[config.mk]
export PLATFORM = sky130hd
export DESIGN_NAME = ctrbank_gctl
export DESIGN_NICKNAME = d
export VERILOG_FILES = /design/src/rtl/ctrbank_pkg.sv /design/src/rtl/ctrbank_regs.sv /design/src/rtl/ctrbank_gate.sv /design/src/rtl/ctrbank_ovf.sv /design/src/rtl/ctrbank_rdmux.sv /design/src/rtl/ctrbank_gctl.sv
export SDC_FILE = /design/constraint.sdc
export NUM_CORES = 1
export LEC_CHECK = 0
export CAP_MARGIN = 10
export CELL_PAD_IN_SITES_DETAIL_PLACEMENT = 2
export CELL_PAD_IN_SITES_GLOBAL_PLACEMENT = 2
export CORE_AREA = 2 2 260 262
export DETAILED_ROUTE_END_ITERATION = 12
export DIE_AREA = 0 0 262 264
export GPL_ROUTABILITY_DRIVEN = 0
export GPL_TIMING_DRIVEN = 0
export HOLD_SLACK_MARGIN = 0.06
export PLACE_DENSITY = 0.63
export SETUP_SLACK_MARGIN = 0.3
export SYNTH_ARGS = -nofsm -noshare
export SYNTH_HDL_FRONTEND = slang
export SYNTH_HIERARCHICAL = 1
export SYNTH_SLANG_ARGS = --single-unit
[constraint.sdc]
create_clock -name clk -period 1.45 [get_ports clk]
set_clock_uncertainty 0.1 [all_clocks]
set_input_delay 0.29 -clock clk [delete_from_list [all_inputs] [get_ports clk]]
set_output_delay 0.29 -clock clk [all_outputs]
set_load 0.02 [all_outputs]
[src/rtl/ctrbank_pkg.sv]
package ctrbank_pkg;

   typedef enum logic [1:0] {
      SEL_GLB_EN  = 2'd0,
      SEL_FIX_CTL = 2'd1,
      SEL_OVF_CLR = 2'd2,
      SEL_NONE    = 2'd3
   } reg_sel_e;

   localparam int MAP_W     = 64;
   localparam int FIX_BASE  = 32;
   localparam int NIB_W     = 4;
   localparam int NIB_KERN  = 0;
   localparam int NIB_USER  = 1;
   localparam int NIB_PMI   = 3;
   localparam logic [NIB_W-1:0] NIB_WMASK = 4'b1011;

   localparam int IDX_FIX_BIT  = 30;
   localparam int IDX_FAST_BIT = 31;
   localparam int IDX_NUM_W    = 30;

   function automatic logic [MAP_W-1:0] impl_mask(input int ng, input int nf);
      logic [MAP_W-1:0] m;
      m = '0;
      for (int i = 0; i < MAP_W; i++) begin
         if (i < ng || (i >= FIX_BASE && i < FIX_BASE + nf)) m[i] = 1'b1;
      end
      return m;
   endfunction

endpackage

[src/rtl/ctrbank_regs.sv]
module ctrbank_regs
   import ctrbank_pkg::*;
#(
   parameter int NUM_GEN = 4,
   parameter int NUM_FIX = 3
) (
   input  logic                     clk,
   input  logic                     rst_n,
   input  logic                     wr_en,
   input  logic [1:0]               wr_sel,
   input  logic [MAP_W-1:0]         wr_data,
   output logic [MAP_W-1:0]         glb_en,
   output logic [NIB_W*NUM_FIX-1:0] fix_ctl,
   output logic [MAP_W-1:0]         clr_mask
);

   localparam int FCW = NIB_W * NUM_FIX;
   localparam logic [MAP_W-1:0] IMPL = impl_mask(NUM_GEN, NUM_FIX);
   localparam logic [FCW-1:0]   FMASK = {NUM_FIX{NIB_WMASK}};

   reg_sel_e          sel;
   logic [MAP_W-1:0]  glb_q;
   logic [FCW-1:0]    fix_q;

   assign sel = reg_sel_e'(wr_sel);

   always_ff @(posedge clk or negedge rst_n) begin
      if (!rst_n) begin
         glb_q <= '0;
         fix_q <= '0;
      end else if (wr_en) begin
         case (sel)
            SEL_GLB_EN:  glb_q <= wr_data & IMPL;
            SEL_FIX_CTL: fix_q <= wr_data[FCW-1:0] & FMASK;
            default:     ;
         endcase
      end
   end

   always_comb begin
      clr_mask = '0;
      if (wr_en && sel == SEL_OVF_CLR) clr_mask = wr_data & IMPL;
   end

   assign glb_en  = glb_q;
   assign fix_ctl = fix_q;

endmodule

[src/rtl/ctrbank_gate.sv]
module ctrbank_gate #(
   parameter int NUM_GEN = 4,
   parameter int NUM_FIX = 3
) (
   input  logic [NUM_GEN-1:0] glb_gen,
   input  logic [NUM_FIX-1:0] glb_fix,
   input  logic [NUM_GEN-1:0] gen_local_en,
   input  logic [NUM_FIX-1:0] fix_kern_en,
   input  logic [NUM_FIX-1:0] fix_user_en,
   input  logic [NUM_FIX-1:0] fix_evt,
   input  logic               cpu_user,
   output logic [NUM_GEN-1:0] gen_cnt_en,
   output logic [NUM_FIX-1:0] fix_inc
);

   for (genvar g = 0; g < NUM_GEN; g++) begin : g_gen
      assign gen_cnt_en[g] = gen_local_en[g] & glb_gen[g];
   end

   for (genvar f = 0; f < NUM_FIX; f++) begin : g_fix
      logic mode_ok;
      assign mode_ok    = cpu_user ? fix_user_en[f] : fix_kern_en[f];
      assign fix_inc[f] = fix_evt[f] & glb_fix[f] & mode_ok;
   end

endmodule

[src/rtl/ctrbank_ovf.sv]
module ctrbank_ovf
   import ctrbank_pkg::*;
#(
   parameter int NUM_GEN = 4,
   parameter int NUM_FIX = 3
) (
   input  logic               clk,
   input  logic               rst_n,
   input  logic [NUM_GEN-1:0] gen_ovf,
   input  logic [NUM_FIX-1:0] fix_ovf,
   input  logic [NUM_GEN-1:0] gen_int_en,
   input  logic [NUM_FIX-1:0] fix_pmi_en,
   input  logic [MAP_W-1:0]   clr_mask,
   output logic [MAP_W-1:0]   ovf_sts,
   output logic               irq
);

   logic [MAP_W-1:0] set_vec;
   logic [MAP_W-1:0] req_vec;
   logic [MAP_W-1:0] sts_q;
   logic [MAP_W-1:0] pend_q;

   always_comb begin
      set_vec = '0;
      req_vec = '0;
      set_vec[NUM_GEN-1:0]          = gen_ovf;
      set_vec[FIX_BASE +: NUM_FIX]  = fix_ovf;
      req_vec[NUM_GEN-1:0]          = gen_ovf & gen_int_en;
      req_vec[FIX_BASE +: NUM_FIX]  = fix_ovf & fix_pmi_en;
   end

   always_ff @(posedge clk or negedge rst_n) begin
      if (!rst_n) begin
         sts_q  <= '0;
         pend_q <= '0;
      end else begin
         sts_q  <= (sts_q  & ~clr_mask) | set_vec;
         pend_q <= (pend_q & ~clr_mask) | req_vec;
      end
   end

   assign ovf_sts = sts_q;
   assign irq     = |pend_q;

endmodule

[src/rtl/ctrbank_rdmux.sv]
module ctrbank_rdmux
   import ctrbank_pkg::*;
#(
   parameter int NUM_GEN = 4,
   parameter int NUM_FIX = 3,
   parameter int GEN_W   = 48,
   parameter int FIX_W   = 48
) (
   input  logic                     clk,
   input  logic                     rst_n,
   input  logic                     rd_req,
   input  logic [31:0]              rd_idx,
   input  logic [NUM_GEN*GEN_W-1:0] gen_cnt_val,
   input  logic [NUM_FIX*FIX_W-1:0] fix_cnt_val,
   output logic                     rd_vld,
   output logic [MAP_W-1:0]         rd_data,
   output logic                     rd_err
);

   logic [MAP_W-1:0]     gen_ext [NUM_GEN];
   logic [MAP_W-1:0]     fix_ext [NUM_FIX];
   logic [IDX_NUM_W-1:0] idx_num;
   logic                 want_fix;
   logic                 want_fast;
   logic                 hit;
   logic [MAP_W-1:0]     sel_val;
   logic [MAP_W-1:0]     shaped;

   for (genvar g = 0; g < NUM_GEN; g++) begin : g_gext
      if (GEN_W == MAP_W) begin : g_full
         assign gen_ext[g] = gen_cnt_val[g*GEN_W +: GEN_W];
      end else begin : g_pad
         assign gen_ext[g] = {{(MAP_W-GEN_W){1'b0}}, gen_cnt_val[g*GEN_W +: GEN_W]};
      end
   end

   for (genvar f = 0; f < NUM_FIX; f++) begin : g_fext
      if (FIX_W == MAP_W) begin : g_full
         assign fix_ext[f] = fix_cnt_val[f*FIX_W +: FIX_W];
      end else begin : g_pad
         assign fix_ext[f] = {{(MAP_W-FIX_W){1'b0}}, fix_cnt_val[f*FIX_W +: FIX_W]};
      end
   end

   assign idx_num   = rd_idx[IDX_NUM_W-1:0];
   assign want_fix  = rd_idx[IDX_FIX_BIT];
   assign want_fast = rd_idx[IDX_FAST_BIT];

   always_comb begin
      sel_val = '0;
      hit     = 1'b0;
      for (int i = 0; i < NUM_GEN; i++) begin
         if (!want_fix && idx_num == IDX_NUM_W'(i)) begin
            sel_val = gen_ext[i];
            hit     = 1'b1;
         end
      end
      for (int i = 0; i < NUM_FIX; i++) begin
         if (want_fix && idx_num == IDX_NUM_W'(i)) begin
            sel_val = fix_ext[i];
            hit     = 1'b1;
         end
      end
   end

   always_comb begin
      if (!hit)          shaped = '0;
      else if (want_fast) shaped = {32'b0, sel_val[31:0]};
      else               shaped = sel_val;
   end

   always_ff @(posedge clk or negedge rst_n) begin
      if (!rst_n) begin
         rd_vld  <= 1'b0;
         rd_data <= '0;
         rd_err  <= 1'b0;
      end else begin
         rd_vld  <= rd_req;
         rd_data <= rd_req ? shaped : '0;
         rd_err  <= rd_req & ~hit;
      end
   end

endmodule

[src/rtl/ctrbank_gctl.sv]
module ctrbank_gctl
   import ctrbank_pkg::*;
#(
   parameter int NUM_GEN = 4,
   parameter int NUM_FIX = 3,
   parameter int GEN_W   = 48,
   parameter int FIX_W   = 48
) (
   input  logic                     clk,
   input  logic                     rst_n,
   input  logic                     wr_en,
   input  logic [1:0]               wr_sel,
   input  logic [63:0]              wr_data,
   output logic [63:0]              glb_en,
   output logic [4*NUM_FIX-1:0]     fix_ctl,
   output logic [63:0]              ovf_sts,
   input  logic [NUM_GEN-1:0]       gen_local_en,
   input  logic [NUM_GEN-1:0]       gen_int_en,
   output logic [NUM_GEN-1:0]       gen_cnt_en,
   input  logic                     cpu_user,
   input  logic [NUM_FIX-1:0]       fix_evt,
   output logic [NUM_FIX-1:0]       fix_inc,
   input  logic [NUM_GEN-1:0]       gen_ovf,
   input  logic [NUM_FIX-1:0]       fix_ovf,
   output logic                     irq,
   input  logic                     rd_req,
   input  logic [31:0]              rd_idx,
   input  logic [NUM_GEN*GEN_W-1:0] gen_cnt_val,
   input  logic [NUM_FIX*FIX_W-1:0] fix_cnt_val,
   output logic                     rd_vld,
   output logic [63:0]              rd_data,
   output logic                     rd_err
);

   if (NUM_GEN < 1 || NUM_GEN > 32) begin : g_chk_ngen
      $error("NUM_GEN must lie in 1..32");
   end
   if (NUM_FIX < 1 || NUM_FIX > 16) begin : g_chk_nfix
      $error("NUM_FIX must lie in 1..16 so the control fields fit the write bus");
   end
   if (GEN_W < 32 || GEN_W > 64) begin : g_chk_gw
      $error("GEN_W must lie in 32..64");
   end
   if (FIX_W < 32 || FIX_W > 64) begin : g_chk_fw
      $error("FIX_W must lie in 32..64");
   end

   logic [MAP_W-1:0]   clr_mask;
   logic [NUM_FIX-1:0] fix_kern_en;
   logic [NUM_FIX-1:0] fix_user_en;
   logic [NUM_FIX-1:0] fix_pmi_en;

   ctrbank_regs #(
      .NUM_GEN (NUM_GEN),
      .NUM_FIX (NUM_FIX)
   ) u_regs (
      .clk      (clk),
      .rst_n    (rst_n),
      .wr_en    (wr_en),
      .wr_sel   (wr_sel),
      .wr_data  (wr_data),
      .glb_en   (glb_en),
      .fix_ctl  (fix_ctl),
      .clr_mask (clr_mask)
   );

   for (genvar f = 0; f < NUM_FIX; f++) begin : g_field
      assign fix_kern_en[f] = fix_ctl[NIB_W*f + NIB_KERN];
      assign fix_user_en[f] = fix_ctl[NIB_W*f + NIB_USER];
      assign fix_pmi_en[f]  = fix_ctl[NIB_W*f + NIB_PMI];
   end

   ctrbank_gate #(
      .NUM_GEN (NUM_GEN),
      .NUM_FIX (NUM_FIX)
   ) u_gate (
      .glb_gen      (glb_en[NUM_GEN-1:0]),
      .glb_fix      (glb_en[FIX_BASE +: NUM_FIX]),
      .gen_local_en (gen_local_en),
      .fix_kern_en  (fix_kern_en),
      .fix_user_en  (fix_user_en),
      .fix_evt      (fix_evt),
      .cpu_user     (cpu_user),
      .gen_cnt_en   (gen_cnt_en),
      .fix_inc      (fix_inc)
   );

   ctrbank_ovf #(
      .NUM_GEN (NUM_GEN),
      .NUM_FIX (NUM_FIX)
   ) u_ovf (
      .clk        (clk),
      .rst_n      (rst_n),
      .gen_ovf    (gen_ovf),
      .fix_ovf    (fix_ovf),
      .gen_int_en (gen_int_en),
      .fix_pmi_en (fix_pmi_en),
      .clr_mask   (clr_mask),
      .ovf_sts    (ovf_sts),
      .irq        (irq)
   );

   ctrbank_rdmux #(
      .NUM_GEN (NUM_GEN),
      .NUM_FIX (NUM_FIX),
      .GEN_W   (GEN_W),
      .FIX_W   (FIX_W)
   ) u_rd (
      .clk         (clk),
      .rst_n       (rst_n),
      .rd_req      (rd_req),
      .rd_idx      (rd_idx),
      .gen_cnt_val (gen_cnt_val),
      .fix_cnt_val (fix_cnt_val),
      .rd_vld      (rd_vld),
      .rd_data     (rd_data),
      .rd_err      (rd_err)
   );

endmodule

# ---- Word-level counts from Yosys, hierarchy flattened
# Cells that the tools add are included.
dict set report classes {
  n_eq_ne 5
  bitwise 19
  reduce_logical 14
  n_mux 21
}
# cell count
set op_table {}
lappend op_table {{$mux 48} 8}
lappend op_table {{$and 64x64->64} 2}
lappend op_table {{$mux 64} 2}
lappend op_table {{$or 64x35->64} 2}
lappend op_table {{$not 35->64} 1}
lappend op_table {{$reduce_or 64->1} 1}
lappend op_table {{$eq 30x2->1 const B} 2}
lappend op_table {{$mux 35} 1}
lappend op_table {{$eq 30x1->1 const B} 1}
lappend op_table {{$logic_not 30->1} 1}
lappend op_table {{$and 1x1->1} 11}
lappend op_table {{$mux 1} 10}
lappend op_table {{$logic_and 1x1->1} 8}
lappend op_table {{$and 4x4->4} 1}
lappend op_table {{$reduce_and 2->1} 2}
lappend op_table {{$and 3x3->3} 1}
lappend op_table {{$eq 2x1->1 const B} 1}
lappend op_table {{$eq 2x2->1 const B} 1}
lappend op_table {{$logic_not 2->1} 1}
lappend op_table {{$logic_not 1->1} 1}
lappend op_table {{$not 1->1} 1}
dict set report word_totals {
  reg_bits 210
  output_inout_bits 214
}

# ---- Longest topological paths before layout
# Gate-level depths: netlist of the first run.
dict set report logic_depth {
  word_depth 12
  mapped_depth 7
  mapped_depth_nobuf 4
}

# ---- Modules after synthesis
# The synthesis of the first run kept the hierarchy.
# module cells_per_inst seq_area_each_um2 n_inst area_each_um2
set modules_own_cells {}
lappend modules_own_cells {ctrbank_rdmux 506 1251.2 1 4642.0}
lappend modules_own_cells {ctrbank_ovf 284 3203.1 1 4195.3}
lappend modules_own_cells {ctrbank_regs 160 400.4 1 1546.5}
lappend modules_own_cells {ctrbank_gate 13 0.0 1 77.6}

# ---- Least setup slack after synthesis of the first run
# No wires, ideal clock.
dict set report synth_timing {
  kind {input to register}
  from {in rd_idx[9]}
  to {reg u_rd.rd_data[37]}
  arrival_time_ns 1.740
  slack_ns -0.492
  required_ns 1.249
  cell_stages 5
  cell_sequence {or4_1 > nor4_2 > nand4_1 > buf_2 > o32ai_1}
}
dict set report synth_via {
  elab_chain_len 12
  word_cells_on_any_way 28
  cone_classes {3 x eq/ne; 17 x mux; 8 x reduce/logical}
}
# item line_no
set synth_lines {}
lappend synth_lines {{start: declaration} ctrbank_gctl.sv:27} ;# input logic [31:0] rd_idx,
lappend synth_lines {{$logic_not 30->1} {ctrbank_rdmux.sv:53, ctrbank_rdmux.sv:59}}
lappend synth_lines {{$logic_and 1x1->1} ctrbank_rdmux.sv:53} ;# if (!want_fix && idx_num == IDX_NUM_W'(i)) begin
lappend synth_lines {{$mux 48 (4 in series)} ctrbank_rdmux.sv:53}
lappend synth_lines {{$mux 48 (3 in series)} ctrbank_rdmux.sv:59} ;# if (want_fix && idx_num == IDX_NUM_W'(i)) begin
lappend synth_lines {{$mux 48} ctrbank_rdmux.sv:68} ;# else if (want_fast) shaped = {32'b0, sel_val[31:0]};
lappend synth_lines {{$mux 64 *} ctrbank_rdmux.sv:67} ;# if (!hit) shaped = '0;
lappend synth_lines {{$mux 64 *} ctrbank_rdmux.sv:79} ;# rd_data <= rd_req ? shaped : '0;
lappend synth_lines {{end signal: assignment} ctrbank_rdmux.sv:79}
lappend synth_lines {{end: declaration} ctrbank_rdmux.sv:16} ;# output logic [MAP_W-1:0] rd_data,
# Mark *: on every way between the ends. The rest lies on a longest branch, timed or not.
# A chain may end at the register's enable or synchronous reset.

# ---- Worst setup path after layout of the first run
dict set report layout_timing {
  from {reg u_ovf.pend_q[23]}
  to {out irq}
}
dict set report layout_via {
  elab_chain_len 1
}
# item line_no
set layout_lines {}
lappend layout_lines {{start: declaration} ctrbank_ovf.sv:21} ;# logic [MAP_W-1:0] pend_q;
lappend layout_lines {{start signal: assignment} ctrbank_ovf.sv:38} ;# pend_q <= (pend_q & ~clr_mask) | req_vec;
lappend layout_lines {{$reduce_or 64->1} ctrbank_ovf.sv:43} ;# assign irq = |pend_q;
lappend layout_lines {{end: declaration} ctrbank_gctl.sv:25} ;# output logic irq,
# Every way passes these cells.

==> results of run 1 <==
## layer usage
| layer | global-route usage, % | share of wire, % |
|---|---|---|
| met5 | 0 | 0.25 |
| met2 | 32.36 | 54 |
| met4 | 5.360 | 2.3 |
| met1 | 18.11 | 36 |
| met3 | 5.757 | 7.4 |
## power by group through the flow
stage / clock, mW / sequential (mW) / combinational [mW]
6_report: 4.68 / 5.67 / 4.05
3_3_place_gp: 0 / 5.75 / 3.33
4_1_cts: 4.98 / 5.66 / 3.81
5_1_grt: 5.11 / 5.68 / 4.30
2_1_floorplan: 0 / 5.83 / 1.34
3_5_place_dp: 0 / 5.74 / 3.40
## placed cells by master, fill, tap and decap left out, drive strengths merged, types with 2 or more instances in the layout
master	n
nor4	22
mux2	63
conb	133
a21o	7
nand4	8
or4	3
nor2	54
o22ai	32
o32ai	16
clkdlybuf4s50	368
a22oi	16
a32oi	32
nand2	6
a22o	7
nor2b	115
dfrtp	194
nor3	3
dlygate4sd2	4
clkdlybuf4s15	9
mux2i	52
inv	12
clkbuf	76
clkinv	4
clkinvlp	2
nand3b	2
and2	12
nand2b	2
o221ai	94
buf	416
## kinds of logic (layout without fill, tap and decap cells)
group / after synthesis / after routing
simple gates: 234 / 234
compound gates: 210 / 210
buf+inv: 208 / 893
flops: 194 / 194
mux: 115 / 115
other cells: 2 / 134
## sequential cells by signal, indices dropped and copies added (netlist names)
register,count
u_ovf/ovf_sts,64
u_ovf/pend_q,64
u_rd/rd_data,48
u_rd/rd_err,1
u_rd/rd_vld,1
u_regs/fix_ctl,9
u_regs/glb_en,7
## cell type report
type                       instances  area (sq um)
clock buffer                      21         440.4
multi-input combinational        692          6077
antenna                            1         2.502
clock inverter                    10         103.9
sequential                       194          4862
tap                              873          1092
buffer                           199          1593
timing repair buffer             654          6626
inverter                           9         41.29
fill                            7121         45730
## worst max-delay path by stage
stage | from | slack (ns) | to | cells after the start
global placement | rst_n | -9.69 | u_regs/fix_ctl[8] | 1
detailed placement | rd_idx[0] | -2.10 | u_rd/rd_data[5] | 6
CTS | u_ovf/pend_q[9] | -1.18 | irq | 4
global route | u_ovf/pend_q[23] | -1.20 | irq | 4
finish | u_ovf/pend_q[23] | -1.08 | irq | 4
floorplan | rd_idx[17] | -0.40 | u_rd/rd_data[37] | 5
## metrics by stage
stage | setup slack (ns) | std cells
6_report | -1.076 | 2653
5_1_grt | -1.205 | 2652
4_1_cts | -1.184 | 2617
3_5_place_dp | -2.104 | 2511
3_3_place_gp | -9.691 | 2509
2_1_floorplan | -0.3991 | 1094
## Yosys cell counts (8+ instances only)
cell | number | share of area [%]
a22oi_1 | 16 | 1.1
dfrtp_1 | 194 | 46
buf_4 | 133 | 9.5
and2_1 | 12 | 0.72
nand4_1 | 8 | 0.48
mux2i_1 | 52 | 5.0
clkbuf_1 | 46 | 1.7
o32ai_1 | 16 | 1.3
o22ai_1 | 32 | 1.9
a32oi_1 | 32 | 2.7
nor2_1 | 54 | 1.9
o221ai_1 | 94 | 7.9
buf_1 | 10 | 0.36
nor2b_1 | 115 | 6.9
mux2_2 | 63 | 6.8
buf_2 | 10 | 0.48
nor4_1 | 20 | 1.2
## timing repair
item	CTS	global route
pin swaps	67	23
gates resized for setup	1207	88
setup endpoints to repair	217	200
cloned	7	0
hold endpoints to repair	100	98
setup buffers	67	35
==> results by group, run 1 <==
Status
  • Outcome: complete, but fails checks
  • Failing checks: hold timing, setup timing

GRT
  • Vias in the first global route: 12450
  • GRT Residual Overflow: 0
  • First-pass GRT wire length: 86030 um
  • Largest net degree at the start of global routing: 100
  • Initial antenna violation count: 15
  • GRT Overall Usage: 17.34%

Timing
  • Hold_ws: -0.3306 ns
  • Unrepaired setup endpoints after global routing: yes
  • Post-route setup slack: -1.076 ns
  • Normalized max-slew margin: 57.91%
  • Final Setup Violations: 67
  • Setup TNS after final layout: -15.26 ns
  • FMAX: 395.9 MHz
  • Final count of hold timing violations: 98
  • Final Cycle Share: 174.2%
  • Period minus WS final: 2.526 ns
  • Slew Limit Fails: 0
  • Least-Margin Pin Slew: 0.6313 ns

Pwr
  • LEAKAGE: 9.088 nW
  • Power, Total: 14.39 mW
  • Maximum vdd drop: 765.4 uV
  • Pwr dens: 690.7 nW/um^2
  • Net Switching: 4.232 mW
  • Switching share of power: 29.40%
  • Pint: 10.16 mW
  • Sequential power share: 39.4%
  • Clock group share of total power: 32.5%
  • Combinational power share: 28.1%

Die
  • Initial Util: 15.72%
  • Die ar.: 69170 sq um
  • # IOs: 671
  • # rows: 95
  • Die height: 264 um
  • DIE WIDTH: 262 um
  • Core area: 66560 sq um

Clock network
  • # clock sinks: 194
  • Clock slew at reported path FFs: 0.07 ns
  • CTS tree: built
  • TritonCTS Buffers: 17
  • Clk buf depth: 2
  • Clock root cell: clkbuf_16
  • Clock latency on the worst-skew pair: 0.48 ns
  • CTS H-tree lvls: 4
  • Cts hold-fix bufs: 1

Worst setup path
  • Crit. End Element: primary output
  • Critical Path Start Type: register
  • Reg-to-reg critical path endpoint: u_regs/glb_en[3]
  • Crit Reg-Reg Startpoint: u_regs/glb_en[3]
  • CP max stage cell: or4_4
  • Worst EP arrival: 2.14 ns
  • Worst path bufs/invs: 1
  • Top delay family on crit path: simple AND/OR/NAND/NOR gates
  • Crit path kind: register to primary output
  • CP max stage delay: 0.55 ns
  • CP required: 1.06 ns
  • R2R Setup Slk: 0.30 ns
  • R2R depth: 3
  • Crit-path cells: nor4_4, nand4_1, or4_4, buf_6
  • CP max FO: 2

Yosys
  • Ys async rst share: 100.0%
  • Top_reg_cell synth: dfrtp_1
  • Xor/xnor share of the synthesized area: 0%
  • Synth Area per Inst: 10.86 sq um
  • Simple-gate share of the synthesized area: 12.96%
  • EDFF count, synth: 0
  • Warnings from Yosys: 6
  • Seq cells post-synth: 194
  • Seq/Total Area, Yosys: 46.41%
  • Compound-Gate Fraction of Synth Area: 16.45%
  • Mapped Cells: 963
  • Largest family of logic cells by synthesized area: compound AO/OA/AOI/OAI gates
  • Synthesized area: 10460 sq um
  • Multiplexer share of the synthesized area: 11.76%
  • Netlist cell types: 42
  • Synth Area in Adders: 0%

Final layout
  • Fin util: 31.31%
  • Synth-to-Final Area Change: 99.20%
  • Layout cells sized above 1: 39.24%
  • Final instance area: 20840 sq um
  • # nets final: 2224

Detailed routing
  • Initial DRC count: 392
  • Iteration count of the initial detailed-routing pass: 4
  • # DRC: 0
  • Post-Route WL: 62110 um
  • ANT nets after route: 0
  • Via density per instance: 4.126
  • Total number of vias: 10950
  • Per-cell routed wire length: 23.41 um

Run
  • Max-cap violations: 0

Place
  • DP Area: 17680 sq um
  • HPWL after DPL: 48650 um
  • Port-buffer cells: 542

Hold path
  • Hold Crit Class: primary input to async pin
No activity file was read; power rests on OpenSTA's default activity.
==> inputs of run 2 (changes only) <==
Settings changed: CTS_BUF_LIST set to sky130_fd_sc_hd__clkbuf_8 sky130_fd_sc_hd__clkbuf_16, PLACE_DENSITY 0.63 to unset, PLACE_DENSITY_LB_ADDON set to 0.3.
==> results by group, run 2 (synthesis gave the netlist of run 1 again) <==
Final layout
  • Most frequent cells in the layout: clkdlybuf4s50_1 (368), buf_4 (191), dfrtp_1 (187)
  • Synth-to-Final Area Change: 96.99%
  • Layout cells sized above 1: 37.74%
  • # nets final: 2193
  • Leading cell type in the layout, fill and taps excluded: clkdlybuf4s50_1

Pwr
  • Clock group share of total power: 34.2%
  • Combinational power share: 26.8%
  • Pint: 10.04 mW
  • Pwr dens: 703.5 nW/um^2
  • Sequential power share: 39.0%
  • Maximum vdd drop: 463.6 uV
  • Power, Total: 14.50 mW
  • Net Switching: 4.453 mW
  • Switching share of power: 30.72%
  • LEAKAGE: 9.001 nW

Die
  • Initial Util: 15.72%
  • # rows: 95
  • # IOs: 671
  • Die ar.: 69170 sq um
  • Core area: 66560 sq um
  • DIE WIDTH: 262 um
  • Die height: 264 um

Detailed routing
  • Iteration count of the initial detailed-routing pass: 4
  • # DRC: 0
  • Total number of vias: 10770
  • Post-Route WL: 61010 um
  • Initial DRC count: 376
  • Via density per instance: 4.098
  • Per-cell routed wire length: 23.21 um
  • ANT nets after route: 0

Clock network
  • Cts hold-fix bufs: 1
  • Clock root cell: clkbuf_16
  • # clock sinks: 194
  • Clk buf depth: 2
  • Clock latency on the worst-skew pair: 0.48 ns
  • Clock slew at reported path FFs: 0.08 ns
  • CTS tree: built
  • CTS H-tree lvls: 4
  • TritonCTS Buffers: 17

Timing
  • Slew Limit Fails: 0
  • Final Setup Violations: 61
  • Period minus WS final: 2.501 ns
  • Hold_ws: -0.3482 ns
  • Normalized max-slew margin: 55.07%
  • Least-Margin Pin Slew: 0.6740 ns
  • FMAX: 399.9 MHz
  • Post-route setup slack: -1.051 ns
  • Unrepaired setup endpoints after global routing: yes
  • Final Cycle Share: 172.5%
  • Final count of hold timing violations: 90

Worst setup path
  • Worst EP arrival: 2.11 ns
  • CP max stage cell: or4_4
  • CP required: 1.06 ns
  • R2R depth: 4
  • Crit path kind: register to primary output
  • Critical Path Start Type: register
  • R2R Setup Slk: 0.22 ns
  • Crit. End Element: primary output
  • Reg-to-reg critical path endpoint: u_regs/glb_en[0]
  • CP max stage delay: 0.56 ns
  • Crit-path cells: nor4_4, nand4_1, or4_4, buf_6
  • CP max FO: 2
  • Crit Reg-Reg Startpoint: u_regs/glb_en[0]

Status
  • Failing checks: hold timing, setup timing
  • Outcome: complete, but fails checks

Run
  • Max-cap violations: 0

GRT
  • Largest net degree at the start of global routing: 105
  • Initial antenna violation count: 21
  • First-pass GRT wire length: 86600 um
  • GRT Overall Usage: 17.43%
  • GRT Residual Overflow: 0
  • Vias in the first global route: 12200

Place
  • Pre-CTS WS: -1.928 ns
  • HPWL after DPL: 48230 um
  • Port-buffer cells: 542

Hold path
  • Hold Crit Class: primary input to async pin
-- run 2: layout make-up --
type | count | area (sq um)
timing repair buffer | 624 | 6382
tap | 873 | 1092
multi-input combinational | 692 | 6035
inverter | 9 | 41.29
clock buffer | 18 | 439.2
buffer | 198 | 1592
sequential | 194 | 4863
clock inverter | 14 | 147.6
fill | 7207 | 45960
antenna | 6 | 15.01
-- run 2: critical path: cells and delay by family, from the launching register on --
kind,cells,cell delay [ns]
flip-flops,1,0.41
buffers and inverters,1,0.15
AND/OR/NAND/NOR,3,1.07
-- run 2: power by group through the flow --
stage	combinational, mW	sequential (mW)	clock (mW)
3_5_place_dp	3.34	5.75	0
2_1_floorplan	1.34	5.83	0
3_3_place_gp	3.29	5.75	0
4_1_cts	3.73	5.65	5.26
5_1_grt	4.15	5.67	5.42
6_report	3.89	5.66	4.96
-- run 2: per-layer routing --
layer | wire, um | vias to the layer above | share of wire (%) | global-route usage [%]
met3 | 4932 | 79 | 8.1 | 6.246
met1 | 21530 | 5398 | 35 | 17.97
li1 | - | 4892 | - | -
met2 | 33380 | 371 | 55 | 32.97
met4 | 967 | 30 | 1.6 | 4.291
met5 | 193 | - | 0.32 | 0
-- run 2: stage by stage --
stage / util [%] / instance area, sq um / instances / setup TNS [ns]
after floorplan: - / 11120 / 1094 / -17.88
after global placement: 26.50 / 17640 / 2509 / -1874.27
after detailed placement: 26.56 / 17680 / 2511 / -111.60
after CTS: 30.37 / 20220 / 2605 / -13.88
after global routing: 30.94 / 20590 / 2622 / -18.65
final: 30.96 / 20610 / 2628 / -16.89
-- run 2: repair_timing --
action / CTS / global route
endpoints found under the hold margin: 92 / 90
gates cloned: 7 / 0
setup endpoints to repair: 217 / 203
resized for setup: 1186 / 53
setup buffers: 55 / 17
pin swaps: 62 / 13
-- run 2: worst max path at each step --
stage,start,endpoint,cells past startpoint
floorplan,rd_idx[17],u_rd/rd_data[37],5
global placement,rst_n,u_regs/fix_ctl[4],1
detailed placement,rd_idx[0],u_rd/rd_data[46],7
CTS,u_ovf/pend_q[39],irq,4
global route,u_ovf/pend_q[39],irq,4
finish,u_ovf/pend_q[7],irq,4
==> inputs of run 3 (changes only) <==
Clock period 1.45 ns to 2.03 ns, I/O delays scaled along.
==> results by group, run 3 (synthesis gave the netlist of run 1 again) <==
GRT
  • First-pass GRT wire length: 85260 um
  • Vias in the first global route: 12040
  • GRT Residual Overflow: 0
  • Met1 usage: 17.61%
  • Initial antenna violation count: 23
  • GR Util met3: 6.822%
  • Met2 GRT Util: 32.59%
  • Most used routing layer: met2
  • GRT Overall Usage: 17.20%
  • Largest net degree at the start of global routing: 82

Detailed routing
  • Initial DRC count: 342
  • Per-cell routed wire length: 23.36 um
  • Iteration count of the initial detailed-routing pass: 4
  • Via density per instance: 4.104
  • # DRC: 0
  • Post-Route WL: 60360 um
  • Total number of vias: 10610
  • ANT nets after route: 0

Pwr
  • Maximum vdd drop: 322.3 uV
  • Pint: 7.053 mW
  • Sequential power share: 40.0%
  • Combinational power share: 25.7%
  • Pwr dens: 511.6 nW/um^2
  • Switching share of power: 29.95%
  • Clock group share of total power: 34.3%
  • LEAKAGE: 8.330 nW
  • Power, Total: 10.07 mW
  • Net Switching: 3.015 mW

Clock network
  • Clock latency on the worst-skew pair: 0.48 ns
  • Clock slew at reported path FFs: 0.08 ns
  • Clk buf depth: 2
  • TritonCTS Buffers: 17
  • Clock root cell: clkbuf_16
  • CTS H-tree lvls: 4
  • # clock sinks: 194
  • CTS tree: built

Timing
  • Period minus WS final: 2.631 ns
  • Normalized max-slew margin: 57.88%
  • Slew Limit Fails: 0
  • Post-route setup slack: -0.6009 ns
  • Final count of hold timing violations: 0
  • Unrepaired setup endpoints after global routing: yes
  • Least-Margin Pin Slew: 0.6318 ns
  • Final Setup Violations: 1
  • FMAX: 380.1 MHz
  • Final Cycle Share: 129.6%

Worst setup path
  • Crit. End Element: primary output
  • Crit path kind: register to primary output
  • Worst EP arrival: 2.12 ns
  • CP required: 1.52 ns
  • CP max FO: 2
  • Critical Path Start Type: register

Die
  • Initial Util: 15.72%
  • # rows: 95
  • Core area: 66560 sq um
  • Die height: 264 um
  • DIE WIDTH: 262 um
  • # IOs: 671
  • Die ar.: 69170 sq um

Place
  • Pre-CTS WS: -1.445 ns
  • HPWL after DPL: 49360 um
  • Port-buffer cells: 542

Final layout
  • Leading cell type in the layout, fill and taps excluded: clkdlybuf4s50_1
  • Fillers: 7226
  • Reg area: 4858 sq um
  • Layout cells sized above 1: 31.67%
  • # nets final: 2150
  • Area of the multi-input gates: 5692 sq um
  • Most frequent cells in the layout: clkdlybuf4s50_1 (371), dfrtp_1 (191), buf_4 (153)
  • Synth-to-Final Area Change: 88.11%

Status
  • Outcome: complete, but fails checks
  • Failing checks: setup timing

Hold path
  • Hold Crit Class: primary input to register

Run
  • Max-cap violations: 0
run 3: changes by cell type in the layout (fill, tap and decap cells not counted), moves of 14 or more:
cell,delta
buf_6,-139
clkdlybuf4s15_2,+86
buf_4,-38
o221ai_1,+36
clkdlybuf4s15_1,+29
o221ai_2,-22
clkbuf_2,+15
o221ai_4,-14
run 3: worst max-delay path, stage by stage, from the launching register on:
cell and delay (ns):
dfrtp_2 0.45, nor4_4 0.38, nand4_1 0.14, or4_4 0.53, buf_6 0.15
run 3: per-layer routing:
layer | routed length [um] | vias to the layer above
met5 | 223 | -
met2 | 32730 | 353
met1 | 21310 | 5327
met4 | 859 | 34
li1 | - | 4823
met3 | 5236 | 69
run 3: stage by stage:
stage | instances | hold WS (ns) | cell area (sq um) | TNS (ns) | utilization [%]
2_1_floorplan | 1094 | 0.01041 | 11080 | 0 | -
3_3_place_gp | 2509 | 0.3615 | 17600 | -1808.98 | 26.44
3_5_place_dp | 2512 | 0.2364 | 17670 | -64.10 | 26.54
4_1_cts | 2572 | 0.09538 | 19470 | -0.6999 | 29.24
5_1_grt | 2579 | 0.1251 | 19670 | -0.7184 | 29.55
6_report | 2584 | 0.1371 | 19680 | -0.6009 | 29.56
run 3: what timing repair did:
action	CTS	global route
hold buffers	2	0
gates cloned	6	0
pin swaps	52	10
buffers inserted	21	6
resized for setup	673	41
setup endpoints to repair	187	66
endpoints found under the hold margin	38	0
run 3: cell type report:
type	instances	share of cell area, %
diodes	6	0.07630
plain buffers	199	7.687
clock buffers	19	2.302
clock inverters	12	0.5977
inverters	9	0.1844
multi-input cells	692	28.92
flip-flops and latches	194	24.69
well taps	873	5.551
repair buffers	580	29.99
run 3: power by group through the flow:
| stage | combinational, mW | sequential, mW | clock [mW] |
|---|---|---|---|
| final | 2.59 | 4.03 | 3.46 |
| after global routing | 2.76 | 4.04 | 3.78 |
| after CTS | 2.52 | 4.03 | 3.69 |
| after detailed placement | 2.38 | 4.11 | 0 |
| after global placement | 2.33 | 4.11 | 0 |
| after floorplan | 0.933 | 4.16 | 0 |
run 3: worst paths after layout:
kind,slack [ns],depth (start not counted),startpoint,end
min in group asynchronous,0.32,2,rst_n,u_ovf/ovf_sts[48]
max in group asynchronous,0.72,3,rst_n,u_regs/fix_ctl[1]
min,0.14,2,rd_req,u_rd/rd_err
min reg2reg,0.39,1,u_ovf/ovf_sts[0],u_ovf/ovf_sts[0]
max reg2reg,0.99,2,u_regs/fix_ctl[9],u_regs/fix_ctl[9]
max,-0.60,4,u_ovf/pend_q[32],irq
